==> src/rtl/uart_hs_pkg.sv <==
package uart_hs_pkg;
  typedef enum logic {TX_IDLE = 1'b0, TX_BUSY = 1'b1} tx_state_t;
endpackage

==> src/rtl/hs_sync.sv <==
module hs_sync #(
  parameter int STAGES = 2,
  parameter bit RST_VAL = 1'b1
) (
  input  logic clk,
  input  logic rst,
  input  logic d_async,
  output logic q_sync
);
  logic [STAGES-1:0] chain;

  for (genvar i = 0; i < STAGES; i++) begin : g_stage
    always_ff @(posedge clk) begin
      if (rst) chain[i] <= RST_VAL;
      else if (i == 0) chain[i] <= d_async;
      else chain[i] <= chain[(i == 0) ? 0 : i-1];
    end
  end

  assign q_sync = chain[STAGES-1];
endmodule

==> src/rtl/hs_tx_gate.sv <==
module hs_tx_gate
  import uart_hs_pkg::*;
(
  input  logic clk,
  input  logic rst,
  input  logic fc_en,
  input  logic in_role,
  input  logic pin_sync_n,
  input  logic tx_full,
  input  logic frame_done,
  output logic tx_start
);
  tx_state_t state;
  logic      permit;

  // Clear-to-send only matters while idle, i.e. at a frame boundary.
  assign permit = !fc_en || in_role || !pin_sync_n;

  always_ff @(posedge clk) begin
    if (rst) begin
      state    <= TX_IDLE;
      tx_start <= 1'b0;
    end else begin
      tx_start <= 1'b0;
      case (state)
        TX_IDLE: if (tx_full && permit) begin
          tx_start <= 1'b1;
          state    <= TX_BUSY;
        end
        TX_BUSY: if (frame_done) state <= TX_IDLE;
        default: state <= TX_IDLE;
      endcase
    end
  end
endmodule

==> src/rtl/hs_pin_ctrl.sv <==
module hs_pin_ctrl (
  input  logic clk,
  input  logic rst,
  input  logic fc_en,
  input  logic in_role,
  input  logic out_role,
  input  logic pin_sync_n,
  input  logic tx_full,
  input  logic rx_valid,
  output logic rx_enable,
  output logic hs_out_n
);
  always_ff @(posedge clk) begin
    if (rst) begin
      rx_enable <= 1'b1;
      hs_out_n  <= 1'b1;
    end else begin
      rx_enable <= !fc_en || !in_role || !pin_sync_n;
      if (!fc_en)       hs_out_n <= 1'b1;
      else if (out_role) hs_out_n <= !tx_full;
      else              hs_out_n <= rx_valid;
    end
  end
endmodule

==> src/rtl/uart_hs_ctrl.sv <==
module uart_hs_ctrl #(
  parameter int SYNC_STAGES = 2
) (
  input  logic clk,
  input  logic rst,
  input  logic fc_en,
  input  logic in_role,
  input  logic out_role,
  input  logic hs_in_n,
  input  logic tx_full,
  input  logic rx_valid,
  input  logic frame_done,
  output logic tx_start,
  output logic rx_enable,
  output logic hs_out_n
);
  logic pin_sync_n;

  hs_sync #(.STAGES(SYNC_STAGES), .RST_VAL(1'b1)) u_sync (
    .clk(clk), .rst(rst), .d_async(hs_in_n), .q_sync(pin_sync_n)
  );

  hs_tx_gate u_tx (
    .clk(clk), .rst(rst), .fc_en(fc_en), .in_role(in_role),
    .pin_sync_n(pin_sync_n), .tx_full(tx_full), .frame_done(frame_done),
    .tx_start(tx_start)
  );

  hs_pin_ctrl u_pin (
    .clk(clk), .rst(rst), .fc_en(fc_en), .in_role(in_role),
    .out_role(out_role), .pin_sync_n(pin_sync_n), .tx_full(tx_full),
    .rx_valid(rx_valid), .rx_enable(rx_enable), .hs_out_n(hs_out_n)
  );
endmodule

==> config.mk <==
export PLATFORM = sky130hd
export DESIGN_NAME = uart_hs_ctrl
export DESIGN_NICKNAME = d
export VERILOG_FILES = /design/src/rtl/uart_hs_pkg.sv /design/src/rtl/hs_sync.sv /design/src/rtl/hs_tx_gate.sv /design/src/rtl/hs_pin_ctrl.sv /design/src/rtl/uart_hs_ctrl.sv
export SDC_FILE = /design/constraint.sdc
export NUM_CORES = 1
export LEC_CHECK = 0
export BUFFER_PORTS_ARGS = -buffer_cell sky130_fd_sc_hd__buf_2
export CAP_MARGIN = 10
export CORE_AREA = 2 2 39 41
export CTS_BUF_LIST = sky130_fd_sc_hd__clkbuf_8
export CTS_CLUSTER_SIZE = 16
export DETAILED_ROUTE_END_ITERATION = 8
export DIE_AREA = 0 0 41 43
export GPL_TIMING_DRIVEN = 0
export PLACE_DENSITY = 0.39
export REMOVE_ABC_BUFFERS = 1
export SLEW_MARGIN = 20
export SYNTH_ARGS = -nofsm -noshare
export SYNTH_HDL_FRONTEND = slang
export SYNTH_SLANG_ARGS = --single-unit
==> constraint.sdc <==
create_clock -name clk -period 0.9 [get_ports clk]
set_input_delay 0.09 -clock clk [delete_from_list [all_inputs] [get_ports clk]]
set_output_delay 0.09 -clock clk [all_outputs]
set_load 0.01 [all_outputs]
==> metrics.txt <==
# TYPE chip_impl_metric gauge
chip_impl_info{name="crit_start",value="u_sync.q_sync"} 1
chip_impl_metric{name="synthMuxAreaShare",unit="%"} 0
chip_impl_metric{name="fin_hold_ws",unit="ns"} 0.05169
chip_impl_metric{name="die_w",unit="um"} 41
chip_impl_metric{name="timing.max_cap.violations",unit=""} 0
chip_impl_metric{name="fillers",unit=""} 141
chip_impl_metric{name="synthesis.area_per_instance",unit="um2"} 10.70
chip_impl_metric{name="post_synth_instance_area",unit="um2"} 192.7
chip_impl_info{name="worst_hold_path_type",value="input port to flip-flop"} 1
chip_impl_metric{name="coreArea",unit="um2"} 1384
chip_impl_metric{name="worst_case_vdd_ir_drop",unit="uV"} 795.2
chip_impl_info{name="critPathCaptureType",value="flip-flop"} 1
chip_impl_metric{name="min_path_cells",unit=""} 2
chip_impl_metric{name="synth_compound_gate_area_share",unit="%"} 7.143
chip_impl_metric{name="cpPeakStageDelay",unit="ns"} 0.31
chip_impl_metric{name="cts.sink_count",unit=""} 6
chip_impl_metric{name="finalWirelength",unit="um"} 401
chip_impl_metric{name="reg2reg_setup_slack",unit="ns"} 0.16
chip_impl_metric{name="pwr_density_cell",unit="nW/um2"} 2349
chip_impl_metric{name="design.die.area",unit="um2"} 1763
chip_impl_metric{name="post_cts_setup_buffer_count",unit=""} 0
chip_impl_metric{name="layout_cell_share_with_drive_strength_beyond_1",unit="%"} 43.75
chip_impl_metric{name="layout_min_cycle_time",unit="ns"} 0.7350
chip_impl_metric{name="post-dp-hpwl",unit="um"} 329.1
chip_impl_info{name="yosys.area.top_type",value="sky130_fd_sc_hd__dfxtp_1"} 1
chip_impl_metric{name="grt_antenna_before_repair",unit=""} 0
chip_impl_metric{name="cts_hold_repair.buffers",unit=""} 0
chip_impl_metric{name="yosys.area_share.simple",unit="%"} 30.52
chip_impl_metric{name="cts.path.max_buffers",unit=""} 2
chip_impl_metric{name="dr_total_vias",unit=""} 164
chip_impl_metric{name="finalPower",unit="W"} 0.0007259
chip_impl_metric{name="finalHoldViolations",unit=""} 0
chip_impl_metric{name="core.rowCount",unit=""} 14
chip_impl_metric{name="die_y",unit="um"} 43
chip_impl_metric{name="cts-buffers-inserted",unit=""} 3
chip_impl_info{name="timing.rr.end",value="u_tx.state"} 1
chip_impl_info{name="end_point_of_the_most_critical_hold_path",value="u_sync.chain[0]"} 1
chip_impl_info{name="worstSetupPathType",value="flip-flop to flip-flop"} 1
chip_impl_info{name="outcome",value="finished clean"} 1
chip_impl_info{name="hp-start",value="hs_in_n"} 1
chip_impl_metric{name="htreeDepth",unit=""} 1
chip_impl_metric{name="grt_max_degree",unit=""} 6
chip_impl_metric{name="vias_per_cell",unit=""} 3.417
chip_impl_metric{name="yosys.area_share.xor_xnor",unit="%"} 0
chip_impl_metric{name="critical_path_buf_inv_count",unit=""} 0
chip_impl_metric{name="dr.pass1.iters",unit=""} 2
chip_impl_metric{name="overflow",unit=""} 0
chip_impl_info{name="clock_tree.root_cell",value="sky130_fd_sc_hd__clkbuf_8"} 1
chip_impl_metric{name="routedWlPerCell",unit="um"} 8.354
chip_impl_info{name="synth.top_cells.by_area",value="sky130_fd_sc_hd__dfxtp_1 62%, sky130_fd_sc_hd__or2_1 6.5%, sky130_fd_sc_hd__a31o_1 4.5%, sky130_fd_sc_hd__nand3b_1 3.9%, sky130_fd_sc_hd__nor2_1 3.9%"} 1
chip_impl_metric{name="final-setup-viol-count",unit=""} 0
chip_impl_metric{name="required_time_of_the_critical_path",unit="ns"} 1.00
chip_impl_metric{name="fin_nets",unit=""} 43
chip_impl_metric{name="timing.clock.skew",unit="ns"} 0.001758
chip_impl_metric{name="global_route_wire_length_before_repair",unit="um"} 552
chip_impl_metric{name="power.static_leakage",unit="nW"} 0.1378
chip_impl_info{name="cts_tree",value="done"} 1
chip_impl_metric{name="ioPinCount",unit=""} 12
chip_impl_metric{name="later_pin_clock_latency_in_the_skew_report",unit="ns"} 0.21
chip_impl_metric{name="drt-initial-drc-count",unit=""} 5
chip_impl_metric{name="vias_in_the_first_global_route",unit=""} 138
chip_impl_info{name="critical_path.reg2reg.startpoint",value="u_sync.q_sync"} 1
chip_impl_metric{name="syn-instance-count",unit=""} 18
chip_impl_metric{name="reg2reg_depth",unit=""} 2
chip_impl_metric{name="max-slew-margin-rel",unit="%"} 88.94
chip_impl_metric{name="timing_worst_slew_pin_value",unit="ns"} 0.1655
chip_impl_metric{name="synthAdderAreaFrac",unit="%"} 0
chip_impl_metric{name="timing.final.max_slew_violations",unit=""} 0
chip_impl_info{name="timing.critical_path.from_type",value="flip-flop"} 1
chip_impl_metric{name="remaining_drc_errors",unit=""} 0
chip_impl_metric{name="post_synth_num_cell_types",unit=""} 11
chip_impl_info{name="rsz0062_at_grt",value="false"} 1
chip_impl_metric{name="track_usage",unit="%"} 5.226
chip_impl_metric{name="yosys_top_cell_area_share",unit="%"} 62.34
chip_impl_metric{name="timing.final.crit_share",unit="%"} 81.67
chip_impl_metric{name="io_buffer_count",unit=""} 11
chip_impl_metric{name="area_growth",unit="%"} 60.39
chip_impl_info{name="path_cells",value="nand3b_1 > a31o_1"} 1
chip_impl_metric{name="gp_congestion",unit=""} 0.6210
chip_impl_metric{name="maximum_fanout_count_along_the_critical_path",unit=""} 2
chip_impl_info{name="synth_top_family_by_area",value="simple AND/OR/NAND/NOR gates"} 1
chip_impl_metric{name="final_antenna_net_count",unit=""} 0
chip_impl_metric{name="initial_core_util",unit="%"} 13.92
chip_impl_metric{name="worstPathArrival",unit="ns"} 0.84
chip_impl_info{name="gate_family_responsible_for_the_most_delay_along_the_worst_path",value="flip-flops"} 1
chip_impl_metric{name="clkTransAtPathRegs",unit="ns"} 0.04
chip_impl_metric{name="yosysWarnings",unit=""} 0
chip_impl_metric{name="flop_and_latch_count_out_of_synthesis",unit=""} 6
chip_impl_metric{name="fin_tns_setup",unit="ns"} 0
chip_impl_metric{name="cts_resized",unit=""} 0
chip_impl_info{name="critPathSlowestCell",value="sky130_fd_sc_hd__dfxtp_1"} 1
chip_impl_metric{name="diodes",unit=""} 0
chip_impl_metric{name="achievable-frequency",unit="MHz"} 1360
chip_impl_metric{name="synth-seq-area-share",unit="%"} 62.34
layout by cell type (no fill, tap or decap), drive strengths merged:
master	instances
clkbuf	3
dfxtp	6
o21ai	1
nor2	2
or2	2
nor3b	1
a31o	1
nand3	1
and3	1
and2	1
buf	11
nand3b	1
nor2b	1
through the flow:
stage | std cells | utilization, % | instance area, um2 | worst slack [ns]
final | 48 | 22.33 | 309.0 | 0.1650
after detailed placement | 45 | 19.35 | 267.8 | 0.1699
after floorplan | 18 | - | 192.7 | 0.2053
after global placement | 45 | 19.35 | 267.8 | 0.1763
after global routing | 48 | 22.33 | 309.0 | 0.1383
after CTS | 48 | 22.33 | 309.0 | 0.1634
area by class of cell:
type / count / area, um2 / area share, %
flip-flops and latches: 6 / 120.1 / 38.87
well taps: 16 / 20.02 / 6.478
multi-input cells: 12 / 72.57 / 23.48
repair buffers: 11 / 55.05 / 17.81
clock buffers: 3 / 41.29 / 13.36
cells by family after synthesis:
group | after synthesis
and+or+nand+nor | 10
DFF | 6
AOI/OAI and AO/OA | 2
where the power goes:
| part | switching [W] | internal (W) | leakage, nW |
|---|---|---|---|
| Sequential | 0.00000377 | 0.000282 | 0.0496 |
| Combinational | 0.0000226 | 0.0000294 | 0.0666 |
| Clock | 0.000102 | 0.000286 | 0.0216 |
worst max-delay path by stage:
| stage | slack, ns | to | depth (start not counted) |
|---|---|---|---|
| after CTS | 0.16 | u_tx.state | 2 |
| after detailed placement | 0.17 | u_tx.state | 2 |
| after floorplan | 0.21 | u_tx.state | 2 |
| after global placement | 0.18 | u_tx.state | 2 |
| final | 0.16 | u_tx.state | 2 |
| after global routing | 0.14 | u_tx.state | 2 |
worst reg2reg max path, cell delays in order, from the launching register on:
cell and delay, ns:
sky130_fd_sc_hd__dfxtp_1 0.31, sky130_fd_sc_hd__nand3b_1 0.10, sky130_fd_sc_hd__a31o_1 0.21
sequential cells by signal (all words and copies together) (netlist names):
| signal | count |
|---|---|
| u_sync.q_sync | 1 |
| u_pin.rx_enable | 1 |
| u_tx.state | 1 |
| u_tx.tx_start | 1 |
| u_pin.hs_out_n | 1 |
| u_sync.chain | 1 |
routing by layer:
layer / global-route usage (%) / vias to the layer above / part of all wire (%)
li1: - / 89 / -
met1: 5.806 / 63 / 47
met2: 5.938 / 12 / 34
met3: 4.712 / 0 / 19
met4: 4.000 / 0 / 0
met5: 0 / - / 0
cells in the mapped netlist:
master	count
sky130_fd_sc_hd__nand3_1	1
sky130_fd_sc_hd__a31o_1	1
sky130_fd_sc_hd__nor3b_1	1
sky130_fd_sc_hd__and2_1	1
sky130_fd_sc_hd__nand3b_1	1
sky130_fd_sc_hd__nor2b_1	1
sky130_fd_sc_hd__dfxtp_1	6
sky130_fd_sc_hd__and3_1	1
sky130_fd_sc_hd__nor2_1	2
sky130_fd_sc_hd__o21ai_1	1
sky130_fd_sc_hd__or2_1	2
No activity file was read; power rests on OpenSTA's default activity.
